--- config.mk ---
export PLATFORM = sky130hd
export DESIGN_NAME = sirq_ctrl
export DESIGN_NICKNAME = d
export VERILOG_FILES = /design/src/rtl/sirq_pkg.sv /design/src/rtl/sirq_sync.sv /design/src/rtl/sirq_pending.sv /design/src/rtl/sirq_vector.sv /design/src/rtl/sirq_ctrl.sv
export SDC_FILE = /design/constraint.sdc
export NUM_CORES = 1
export LEC_CHECK = 0
export BUFFER_PORTS_ARGS = -buffer_cell sky130_fd_sc_hd__buf_2
export CORE_UTILIZATION = 50
export CTS_BUF_LIST = sky130_fd_sc_hd__clkbuf_8
export DETAILED_ROUTE_END_ITERATION = 7
export GPL_ROUTABILITY_DRIVEN = 0
export GPL_TIMING_DRIVEN = 0
export PLACE_DENSITY = 0.74
export RECOVER_POWER = 100
export SLEW_MARGIN = 20
export SYNTH_ARGS = -nofsm -noshare
export SYNTH_HDL_FRONTEND = slang
export SYNTH_HIERARCHICAL = 1
export SYNTH_SLANG_ARGS = --single-unit
--- constraint.sdc ---
create_clock -name clk -period 3.3 [get_ports clk]
set_input_delay 0 -clock clk [delete_from_list [all_inputs] [get_ports clk]]
set_output_delay 0 -clock clk [all_outputs]
set_load 0.02 [all_outputs]
--- src/rtl/sirq_pkg.sv ---
package sirq_pkg;

    localparam logic [7:0] OFF_VEC  = 8'h00;
    localparam logic [7:0] OFF_BASE = 8'h04;
    localparam logic [7:0] OFF_NMI  = 8'h0C;
    localparam logic [7:0] OFF_PEND = 8'h10;
    localparam logic [7:0] OFF_EN   = 8'h40;
    localparam logic [7:0] OFF_MASK = 8'h50;
    localparam logic [7:0] OFF_RESP = 8'h60;

    typedef enum logic {
        BUS_IDLE = 1'b0,
        BUS_ACK  = 1'b1
    } bus_state_e;

    // bit 0: edge type, bit 1: active high / rising
    typedef enum logic [1:0] {
        NMI_LOW  = 2'd0,
        NMI_FALL = 2'd1,
        NMI_HIGH = 2'd2,
        NMI_RISE = 2'd3
    } nmi_mode_e;

endpackage

--- src/rtl/sirq_sync.sv ---
module sirq_sync #(
    parameter int N_IRQ = 8
) (
    input  logic             clk,
    input  logic [N_IRQ-1:0] raw_i,
    output logic [N_IRQ-1:0] cur_o,
    output logic [N_IRQ-1:0] prev_o
);

    for (genvar g = 0; g < N_IRQ; g++) begin : g_stage
        logic s1_q, s2_q, s3_q;
        always_ff @(posedge clk) begin
            s1_q <= raw_i[g];
            s2_q <= s1_q;
            s3_q <= s2_q;
        end
        assign cur_o[g]  = s2_q;
        assign prev_o[g] = s3_q;
    end

endmodule

--- src/rtl/sirq_pending.sv ---
module sirq_pending
    import sirq_pkg::*;
#(
    parameter int               N_IRQ     = 8,
    parameter logic [N_IRQ-1:0] EDGE_MASK = N_IRQ'(8'hF0)
) (
    input  logic             clk,
    input  logic             rst_n,
    input  logic [N_IRQ-1:0] cur_i,
    input  logic [N_IRQ-1:0] prev_i,
    input  nmi_mode_e        mode_i,
    input  logic [N_IRQ-1:0] clr_i,
    output logic [N_IRQ-1:0] pend_o
);

    localparam logic [N_IRQ-1:0] BIT0       = N_IRQ'(1);
    localparam logic [N_IRQ-1:0] EDGE_FIXED = EDGE_MASK & ~BIT0;

    logic [N_IRQ-1:0] pend_q;
    logic [N_IRQ-1:0] nxt;

    for (genvar g = 0; g < N_IRQ; g++) begin : g_line
        if (g == 0) begin : g_nmi
            logic rise, fall;
            assign rise   = cur_i[0] & ~prev_i[0];
            assign fall   = ~cur_i[0] & prev_i[0];
            assign nxt[0] = mode_i[0]
                          ? ((pend_q[0] & ~clr_i[0]) | (mode_i[1] ? rise : fall))
                          : (mode_i[1] ? cur_i[0] : ~cur_i[0]);
        end else if (EDGE_MASK[g]) begin : g_edge
            assign nxt[g] = (pend_q[g] & ~clr_i[g]) | (cur_i[g] & ~prev_i[g]);
        end else begin : g_level
            assign nxt[g] = cur_i[g];
        end
    end

    always_ff @(posedge clk) begin
        if (!rst_n) pend_q <= '0;
        else        pend_q <= nxt;
    end

    assign pend_o = pend_q;

    // a latched edge bit not being cleared survives the next edge
    a_r4_edge_hold: assert property (@(posedge clk) disable iff (!rst_n)
        ((pend_q & EDGE_FIXED & ~clr_i) != '0)
        |=> ((pend_q & $past(pend_q & EDGE_FIXED & ~clr_i))
             == $past(pend_q & EDGE_FIXED & ~clr_i)));

endmodule

--- src/rtl/sirq_vector.sv ---
module sirq_vector #(
    parameter int N_IRQ = 8,
    localparam int IDX_W = (N_IRQ > 1) ? $clog2(N_IRQ) : 1
) (
    input  logic             clk,
    input  logic             rst_n,
    input  logic [N_IRQ-1:0] qual_i,
    output logic             hit_o,
    output logic [IDX_W-1:0] idx_o
);

    always_comb begin
        hit_o = 1'b0;
        idx_o = '0;
        for (int i = N_IRQ - 1; i >= 0; i--) begin
            if (qual_i[i]) begin
                hit_o = 1'b1;
                idx_o = IDX_W'(i);
            end
        end
    end

    // the chosen index qualifies and nothing below it does
    a_r9_lowest_index: assert property (@(posedge clk) disable iff (!rst_n)
        hit_o |-> (qual_i[idx_o] &&
                   ((qual_i & ~({N_IRQ{1'b1}} << idx_o)) == '0)));

endmodule

--- src/rtl/sirq_ctrl.sv ---
module sirq_ctrl
    import sirq_pkg::*;
#(
    parameter int               N_IRQ     = 8,
    parameter logic [N_IRQ-1:0] EDGE_MASK = N_IRQ'(8'hF0),
    parameter int               ADDR_W    = 8,
    parameter int               DATA_W    = 32
) (
    input  logic              clk,
    input  logic              rst_n,
    input  logic [N_IRQ-1:0]  irq_in,
    input  logic              bus_req,
    input  logic              bus_we,
    input  logic [ADDR_W-1:0] bus_addr,
    input  logic [DATA_W-1:0] bus_wdata,
    output logic              bus_ack,
    output logic [DATA_W-1:0] bus_rdata,
    output logic              irq_o,
    output logic              nmi_o
);

    localparam int IDX_W = (N_IRQ > 1) ? $clog2(N_IRQ) : 1;

    bus_state_e        state_q, state_d;
    nmi_mode_e         mode_q;
    logic [DATA_W-1:0] base_q, rdata_q, rd_mux, vec_val;
    logic [N_IRQ-1:0]  en_q, mask_q, resp_q;
    logic [N_IRQ-1:0]  sync_cur, sync_prev, pend, clr_w1c, qual;
    logic              acc, wr, vec_hit;
    logic [IDX_W-1:0]  vec_idx;

    sirq_sync #(.N_IRQ(N_IRQ)) u_sync (
        .clk   (clk),
        .raw_i (irq_in),
        .cur_o (sync_cur),
        .prev_o(sync_prev)
    );

    sirq_pending #(.N_IRQ(N_IRQ), .EDGE_MASK(EDGE_MASK)) u_pend (
        .clk   (clk),
        .rst_n (rst_n),
        .cur_i (sync_cur),
        .prev_i(sync_prev),
        .mode_i(mode_q),
        .clr_i (clr_w1c),
        .pend_o(pend)
    );

    assign qual = pend & en_q & ~mask_q & ~resp_q;

    sirq_vector #(.N_IRQ(N_IRQ)) u_vec (
        .clk   (clk),
        .rst_n (rst_n),
        .qual_i(qual),
        .hit_o (vec_hit),
        .idx_o (vec_idx)
    );

    assign vec_val = base_q + (DATA_W'(vec_idx) << 2);
    assign irq_o   = |qual;
    assign nmi_o   = pend[0] & en_q[0];

    // bus state register
    always_ff @(posedge clk) begin
        if (!rst_n) state_q <= BUS_IDLE;
        else        state_q <= state_d;
    end

    // bus outputs and next state
    always_comb begin
        unique case (state_q)
            BUS_IDLE: begin
                bus_ack = 1'b0;
                acc     = bus_req;
                state_d = bus_req ? BUS_ACK : BUS_IDLE;
            end
            BUS_ACK: begin
                bus_ack = 1'b1;
                acc     = 1'b0;
                state_d = BUS_IDLE;
            end
            default: begin
                bus_ack = 1'b0;
                acc     = 1'b0;
                state_d = BUS_IDLE;
            end
        endcase
    end

    assign wr      = acc & bus_we;
    assign clr_w1c = (wr && bus_addr == ADDR_W'(OFF_PEND)) ? bus_wdata[N_IRQ-1:0] : '0;

    always_comb begin
        rd_mux = '0;
        case (bus_addr)
            ADDR_W'(OFF_VEC):  rd_mux = vec_val;
            ADDR_W'(OFF_BASE): rd_mux = base_q;
            ADDR_W'(OFF_NMI):  rd_mux = DATA_W'(mode_q);
            ADDR_W'(OFF_PEND): rd_mux = DATA_W'(pend);
            ADDR_W'(OFF_EN):   rd_mux = DATA_W'(en_q);
            ADDR_W'(OFF_MASK): rd_mux = DATA_W'(mask_q);
            ADDR_W'(OFF_RESP): rd_mux = DATA_W'(resp_q);
            default:           rd_mux = '0;
        endcase
    end

    always_ff @(posedge clk) begin
        if (!rst_n) begin
            base_q  <= '0;
            mode_q  <= NMI_LOW;
            en_q    <= '0;
            mask_q  <= '0;
            resp_q  <= '0;
            rdata_q <= '0;
        end else begin
            if (acc && !bus_we) rdata_q <= rd_mux;
            if (wr) begin
                case (bus_addr)
                    ADDR_W'(OFF_BASE): base_q <= bus_wdata;
                    ADDR_W'(OFF_NMI):  mode_q <= nmi_mode_e'(bus_wdata[1:0]);
                    ADDR_W'(OFF_EN):   en_q   <= bus_wdata[N_IRQ-1:0];
                    ADDR_W'(OFF_MASK): mask_q <= bus_wdata[N_IRQ-1:0];
                    ADDR_W'(OFF_RESP): resp_q <= bus_wdata[N_IRQ-1:0];
                    default: ;
                endcase
            end
        end
    end

    assign bus_rdata = rdata_q;

    // completion is a single-cycle pulse
    a_r1_ack_single: assert property (@(posedge clk) disable iff (!rst_n)
        bus_ack |=> !bus_ack);

    // the request agrees with the lowest-index search
    a_r8_irq_matches_hit: assert property (@(posedge clk) disable iff (!rst_n)
        irq_o == vec_hit);

    // the distributor line never rises without enable bit 0
    a_r6_nmi_needs_enable: assert property (@(posedge clk) disable iff (!rst_n)
        nmi_o |-> en_q[0]);

endmodule

After elaboration in Yosys (flattened, before gate mapping)
Index checks and enable logic that the tools add are counted.
- ROM bits: 0
- input port bits: 52
- output and inout bits: 35
- memories kept: 0
- bits in registers: 120
- bits in writable memories: 0
- latch bits: 0
- word-level logic and storage cells: 98
- shifts and indexed selects: 0
- bitwise operators: 35
- div/mod/pow operators: 0
- eq/ne operators: 6
- muxes and demuxes: 17
- add/sub/neg operators: 1
- multipliers: 0
- reduce and logical (&&, ||, !) cells: 10
- $lt $le $gt $ge: 0
- operators by type and width (kind ; number):
    one-hot mux 32 bit (7 select lines) ; 1
    adder 32 x 5 -> 32 bit ; 1
    AND 8 bit ; 3
    equality test 8 x 7 -> 1 bit (second input constant) ; 3
    2-to-1 mux 3 bit ; 8
    NOT 8 bit ; 2
    AND 1 bit ; 13
    NOT 1 bit ; 12
    AND reduction 2 bit ; 5
    equality test 8 x 3 -> 1 bit (second input constant) ; 1
    equality test 8 x 4 -> 1 bit (second input constant) ; 1
    equality test 8 x 5 -> 1 bit (second input constant) ; 1
    logical NOT 8 bit ; 1
    2-to-1 mux 8 bit ; 1
    OR reduction 8 bit ; 1
    one-hot mux 1 bit (2 select lines) ; 3
    bitwise OR 1 bit ; 5
    2-to-1 mux 1 bit ; 4
    logical AND 1 bit ; 2
    logical NOT 1 bit ; 1

Depth between registers and ports, before layout
Gate-level depths: netlist of the first run.
- depth after elaboration: 13
- gate-level depth with buffers: 13
- mapped depth without buffers: 13

Cells and area by module
The synthesis of the first run kept the hierarchy.
- modules (own cells, without submodules) (module ; area each (um2) ; times used ; cells an instance):
    sirq_ctrl ; 4529.3 ; 1 ; 558
    sirq_sync ; 600.6 ; 1 ; 40
    sirq_pending ; 294.0 ; 1 ; 33
    sirq_vector ; 80.1 ; 1 ; 13

Worst setup path before layout of the first run
Ideal clock, no wire load.
- path type: register to register
- from: register u_pend.pend_q[0], in the netlist u_pend/pend_o[0]
- to: register rdata_q[23], in the netlist bus_rdata[23]
- buffers on the path: 1
- required time: 3.180 ns
- cell stages (with the launch flop): 12
- clock period less this slack: 2.939 ns
- slack: 0.361 ns
- library setup time: 0.120 ns
- data arrival time: 2.819 ns
- path through: dfxtp_1 and2_1 nor3b_1 nor4_2 nor2b_1 ha_1 a21oi_1 a2111o_1 buf_2 nor4_1 xnor2_1 o21ai_1
- longest elaborated chain between the ends: 6
- RTL lines (item ; RTL line ; text):
    start: declaration ; sirq_pending.sv:19 ; logic [N_IRQ-1:0] pend_q;
    start signal: assignment ; sirq_pending.sv:39 ; else pend_q <= nxt;
    AND 8 bit (3 in series) ; sirq_ctrl.sv:49 ; assign qual = pend & en_q & ~mask_q & ~resp_q;
    named net qual[0] ; sirq_ctrl.sv:28 ; logic [N_IRQ-1:0] sync_cur, sync_prev, pend, clr_w1c, qual;
    2-to-1 mux 3 bit ; sirq_vector.sv:16 ; if (qual_i[i]) begin
    named net vec_idx[2] ; sirq_ctrl.sv:30 ; logic [IDX_W-1:0] vec_idx;
    adder 32 x 5 -> 32 bit ; sirq_ctrl.sv:59 ; assign vec_val = base_q + (DATA_W'(vec_idx) << 2);
    one-hot mux 32 bit (7 select lines) ; sirq_ctrl.sv:95 ; case (bus_addr)
    end signal: assignment ; sirq_ctrl.sv:116 ; if (acc && !bus_we) rdata_q <= rd_mux;
    end: declaration ; sirq_ctrl.sv:26 ; logic [DATA_W-1:0] base_q, rdata_q, rd_mux, vec_val;
The timed path passes the listed nets, and every way through them passes these cells.
A chain may end at the register's enable or synchronous reset.

Worst setup path after layout of the first run
- from: register en_q[1]
- to: register rdata_q[29], in the netlist bus_rdata[29]
- longest elaborated chain between the ends: 7
- RTL lines (item ; RTL line ; text):
    start: declaration ; sirq_ctrl.sv:27 ; logic [N_IRQ-1:0] en_q, mask_q, resp_q;
    start signal: assignment ; sirq_ctrl.sv:121 ; ADDR_W'(OFF_EN): en_q <= bus_wdata[N_IRQ-1:0];
    AND 8 bit (3 in series) ; sirq_ctrl.sv:49 ;
    named net qual[1] ; sirq_ctrl.sv:28 ;
    2-to-1 mux 3 bit (2 in series) ; sirq_vector.sv:16 ;
    named net vec_idx[2] ; sirq_ctrl.sv:30 ;
    adder 32 x 5 -> 32 bit ; sirq_ctrl.sv:59 ;
    one-hot mux 32 bit (7 select lines) ; sirq_ctrl.sv:95 ;
The timed path passes the listed nets, and every way through them passes these cells.

==> flow_metrics.env, run 1 <==
export IMPL_status="finished clean"
export IMPL_overflow=0
export IMPL_cts_num_sinks=120
export IMPL_nFillCells=904
export IMPL_power_uw=3070
export IMPL_crit_arrival_ps=3450
export IMPL_ir_drop_v=0.000303
export IMPL_final_area_sq_mm=0.00682
export IMPL_leakage_uw=0.00253
export IMPL_syn_to_final_growth_pct=26.4
export IMPL_h_tree_depth=4
export IMPL_drt_iter0_drc=315
export IMPL_die_x_microns=106
export IMPL_hold_viol_final=0
export IMPL_utilization=0.655
export IMPL_syn_area_sq_mm=0.00540
export IMPL_core_area_sq_mm=0.0104
export IMPL_first_global_vias=4933
export IMPL_p_per_area_mw_per_mm2=451
export IMPL_start_util=0.518
export IMPL_grt_max_degree=17
export IMPL_cts_made_buffers=17
export IMPL_crit_required_ps=3630
export IMPL_cts_setup_buffers=0
export IMPL_vias=5061
export IMPL_cp_max_fo=10
export IMPL_layout_nets=837
export IMPL_finalSetupViolations=0
export IMPL_final_setup_tns_ps=0
export IMPL_cts_root_buf="clkbuf_8"
export IMPL_worst_clock_skew_ps=11.6
export IMPL_place_area_sq_mm=0.00599
export IMPL_grt_pass1_wl_microns=23500
export IMPL_syn_inst=634
export IMPL_rsz0062_at_grt="no"
export IMPL_fin_crit_sh=0.946
export IMPL_drcViolationCount=0
export IMPL_maxCapViolations=0
export IMPL_ant_nets=0
export IMPL_report_final_slew_viol_count=0
export IMPL_worst_pin_slew_ps=1000
export IMPL_critPathKind="flip-flop to flip-flop"
export IMPL_hold_class="input port to flip-flop"
export IMPL_synth_fp_nets=690
export IMPL_io_buffer_count=85
export IMPL_vias_per_cell=5.44
export IMPL_clock_latency_ps=440
export IMPL_syn_avg_cell_area_sq_um=8.52
export IMPL_clockBufferDepth=2
export IMPL_cts_tree="built"
export IMPL_startpoint_type="flip-flop"
export IMPL_final_layout_size_suffix_gt1_frac=0.160
export IMPL_grt_usage=0.270
export IMPL_io_pins=87
export IMPL_min_period_ps=3120
export IMPL_antenna_found_initial=0
export IMPL_place_hpwl_microns=10100
export IMPL_holdWs_ps=101
export IMPL_fmax_mhz=320
export IMPL_routedWlPerCell_microns=15.7
export IMPL_critPathCaptureType="flip-flop"
export IMPL_die_h_microns=106
export IMPL_max_slew_margin=0.328
export IMPL_drt_wl_total_microns=14600
export IMPL_row_count=37
export IMPL_first_pass_iters=5
export IMPL_die_area_sq_mm=0.0112
export IMPL_yosys_warnings=6
export IMPL_antenna_cells=0
export IMPL_clk_pin_slew_ps=80
-- repair_timing --
item,4_1_cts,5_1_grt
setup endpoints to repair,11,18
hold buffers,43,0
endpoints found under the hold margin,74,0
resized for setup,2,10
-- through the flow --
step	std cells	setup slack (ps)
2_1_floorplan	634	388
3_3_place_gp	855	-122
3_5_place_dp	855	-170
4_1_cts	930	5.97
5_1_grt	930	3.18
6_report	930	178
-- final timing paths --
| path | slack [ps] | cells after the start | startpoint | end |
|---|---|---|---|---|
| worst max-delay path | 180 | 11 | en_q[1] | bus_rdata[29] |
| worst min-delay path | 100 | 5 | bus_addr[6] | bus_rdata[31] |
| worst max register to register | 180 | 11 | en_q[1] | bus_rdata[29] |
| worst min register to register | 330 | 0 | u_sync/g_stage[3].s1_q | u_sync/g_stage[3].s2_q |
-- state kept, by name, indices dropped and copies added, names as in the netlist --
name                 flops
u_pend/pend_o            8
en_q                     8
u_sync/g_stage.s1_q      8
resp_q                   8
base_q                  32
u_sync/g_stage.s2_q      8
state_q                  1
u_sync/g_stage.s3_q      5
mask_q                   8
mode_q                   2
bus_rdata               32
-- area by class of cell --
type,instances,area [sq um],share of cell area
tap,136,170,0.0249
timing repair buffer,128,812,0.119
multi-input combinational,450,2700,0.396
sequential,120,2400,0.352
buffer,43,236,0.0347
clock buffer,18,248,0.0363
inverter,21,78.8,0.0116
clock inverter,14,171,0.0251
-- placed cells by master (no fill, tap or decap), drive strengths merged, types with 8 or more instances in the layout --
cell,count
a21oi,51
and2,19
buf,67
clkbuf,79
dfxtp,120
dlygate4sd3,43
inv,25
mux2i,26
nand2,136
nand3,15
nor2,30
nor3,15
nor4,17
o21ai,32
o22ai,8
xnor2,19
-- critical path, cell delays in order, from the launching register on --
cell	delay, ps
dfxtp_1	350
nand2_1	70
nor3_1	400
nor4_2	100
nor2b_1	160
ha_1	360
a21oi_1	130
a2111o_1	550
buf_2	250
nor4_1	420
nand4b_1	170
nand3_1	70
-- layer usage --
metal,global-route usage,vias up,share of wire
li1,-,2476,-
met1,0.321,2350,0.42
met2,0.462,202,0.50
met3,0.0546,33,0.057
met4,0.139,0,0.024
met5,0,-,0
-- power by group --
part           leakage (uW)  internal (uW)  switching [uW]
clock              0.000206            773             646
sequential         0.000976           1470            8.53
combinational       0.00135           88.2            90.2
Note: power is estimated with default switching activity, not from simulation.
==> inputs of run 2 (changes only) <==
--- a/config.mk
+++ b/config.mk
@@ -13,3 +13,3 @@
 export GPL_TIMING_DRIVEN = 0
-export PLACE_DENSITY = 0.74
+export PLACE_DENSITY = 0.77
 export RECOVER_POWER = 100
==> constraint.sdc (replaced) <==
create_clock -name clk -period 2.8 [get_ports clk]
set_input_delay 0 -clock clk [delete_from_list [all_inputs] [get_ports clk]]
set_output_delay 0 -clock clk [all_outputs]
set_load 0.05 [all_outputs]
==> run 2 against run 1 <==
Against the previous run:
- the run now ends with setup timing left
- largest cell class unchanged
- clock skew is 2.8 ps lower
- critical path depth rose by 1
- sequential power grew 18%
- register-to-register slack got worse by 230 ps
- first-iteration DRC count up 10%
- largest power group unchanged
- global-route usage decreased by 1.6 points
- sequential cell count unchanged
==> flow_metrics.env, run 2 (synthesis results as in run 1) <==
export IMPL_antenna_cells=0
export IMPL_report_final_slew_viol_count=0
export IMPL_layout_common_cells="nand2_1, dfxtp_1, buf_2"
export IMPL_cp_cell_sequence="and2_4 -> nor3b_4 -> buf_4 -> o41ai_4 -> ha_2 -> inv_1 -> fa_2 -> buf_4 -> xor2_1 -> o22ai_1 -> a221oi_1 -> o21ai_0"
export IMPL_critPathKind="flip-flop to flip-flop"
export IMPL_clk_pin_slew_ps=70
export IMPL_cp_slowest_stage_delay_ps=380
export IMPL_cts_tree="built"
export IMPL_rsz0062_at_grt="yes"
export IMPL_p_per_area_mw_per_mm2=475
export IMPL_antenna_found_initial=0
export IMPL_hold_class="input port to flip-flop"
export IMPL_place_hpwl_microns=10000
export IMPL_die_area_sq_mm=0.0112
export IMPL_io_pins=87
export IMPL_start_util=0.518
export IMPL_drt_wl_total_microns=14800
export IMPL_clock_latency_ps=440
export IMPL_final_layout_size_suffix_gt1_frac=0.228
export IMPL_min_delay_start="bus_addr[0]"
export IMPL_grt_usage=0.254
export IMPL_place_area_sq_mm=0.00601
export IMPL_worst_clock_skew_ps=8.79
export IMPL_critPathCaptureType="flip-flop"
export IMPL_io_buffer_count=85
export IMPL_power_uw=3400
export IMPL_layout_nets=846
export IMPL_clockBufferDepth=2
export IMPL_drt_iter0_drc=348
export IMPL_drcViolationCount=0
export IMPL_overflow=0
export IMPL_ant_nets=0
export IMPL_core_area_sq_mm=0.0104
export IMPL_layout_commonest_cell="nand2_1"
export IMPL_placed_cells=855
export IMPL_setup_ws_ps=-49.8
export IMPL_grt_max_degree=17
export IMPL_vias=5183
export IMPL_hold_viol_final=0
export IMPL_first_global_vias=4785
export IMPL_cp_max_fo=3
export IMPL_holdWs_ps=89.4
export IMPL_final_setup_tns_ps=-94.3
export IMPL_finalSetupViolations=6
export IMPL_min_period_ps=2850
export IMPL_die_h_microns=106
export IMPL_setup_worst_path_start="u_pend/pend_o[0]"
export IMPL_violations="setup timing"
export IMPL_rr_startpoint="u_pend/pend_o[0]"
export IMPL_critPathSlowestCell="fa_2"
export IMPL_syn_to_final_growth_pct=32.6
export IMPL_reg2reg_slack_ps=-50
export IMPL_maxCapViolations=0
export IMPL_h_tree_depth=4
export IMPL_cts_num_sinks=120
export IMPL_final_cells=939
export IMPL_worst_pin_slew_ps=967
export IMPL_crit_arrival_ps=3160
export IMPL_cts_root_buf="clkbuf_8"
export IMPL_startpoint_type="flip-flop"
export IMPL_ir_drop_v=0.000439
export IMPL_status="finished, violations left"
export IMPL_grt_pass1_wl_microns=22300
export IMPL_crit_required_ps=3110
export IMPL_fmax_mhz=351
export IMPL_crit_path_frequent_cell="buf_4"
export IMPL_vias_per_cell=5.52
export IMPL_routedWlPerCell_microns=15.7
export IMPL_max_slew_margin=0.355
export IMPL_final_area_sq_mm=0.00716
export IMPL_first_pass_iters=6
export IMPL_row_count=37
export IMPL_leakage_uw=0.00262
export IMPL_cts_made_buffers=17
export IMPL_die_x_microns=106
export IMPL_fin_crit_sh=1.02
[run 2: cell types whose count changed in the layout (fill, tap and decap cells not counted), sizes merged]
cell / delta
clkbuf: -5
buf: +14
inv: -2
dlygate4sd3: -1
clkinv: +5
bufinv: -2
[run 2: what timing repair did]
item | CTS | global route
endpoints found under the setup margin | 25 | 21
setup buffers | 4 | 5
resized for setup | 24 | 49
pin swaps | 8 | 14
hold buffers | 42 | 0
hold endpoints to repair | 74 | 0
cloned | 0 | 1
[run 2: through the flow]
step | util | setup slack (ps)
2_1_floorplan | - | 65.4
3_3_place_gp | 0.577 | -361
3_5_place_dp | 0.577 | -461
4_1_cts | 0.668 | -8.23
5_1_grt | 0.687 | -126
6_report | 0.687 | -49.8
[run 2: where the power goes]
part | leakage (uW) | total (uW) | internal (uW) | switching (uW)
clock | 0.000182 | 1440 | 700 | 745
sequential | 0.000979 | 1740 | 1730 | 11.0
combinational | 0.00146 | 214 | 104 | 110
total | 0.00262 | 3400 | 2540 | 865
[run 2: cell type report]
class                           instances  area (sq um)
Inverter                               21          78.8
Multi-Input combinational cell        450          3000
Clock buffer                           17           234
Buffer                                 43           246
Fill cell                             798          3260
Timing Repair Buffer                  137           886
Tap cell                              136           170
Clock inverter                         15           130
Sequential cell                       120          2410
[run 2: final timing paths]
| check | endpoint | cells after the start |
|---|---|---|
| worst min register to register | u_sync/g_stage[0].s2_q | 0 |
| worst max register to register | bus_rdata[4] | 12 |
| worst min-delay path | bus_rdata[30] | 5 |
| worst max-delay path | bus_rdata[4] | 12 |
[run 2: critical path: cells and delay by family (launching register included)]
kind	cells	cell delay, ps
compound gates	4	910
buf+inv	3	370
xor+xnor	1	160
flops	1	330
fa+ha+maj	2	630
simple gates	2	310
[run 2: metal layers]
layer	part of all wire	vias up	GRT usage
met5	0	-	0
met4	0.027	0	0.113
met3	0.056	38	0.0619
met2	0.50	205	0.446
met1	0.42	2443	0.291
li1	-	2497	-
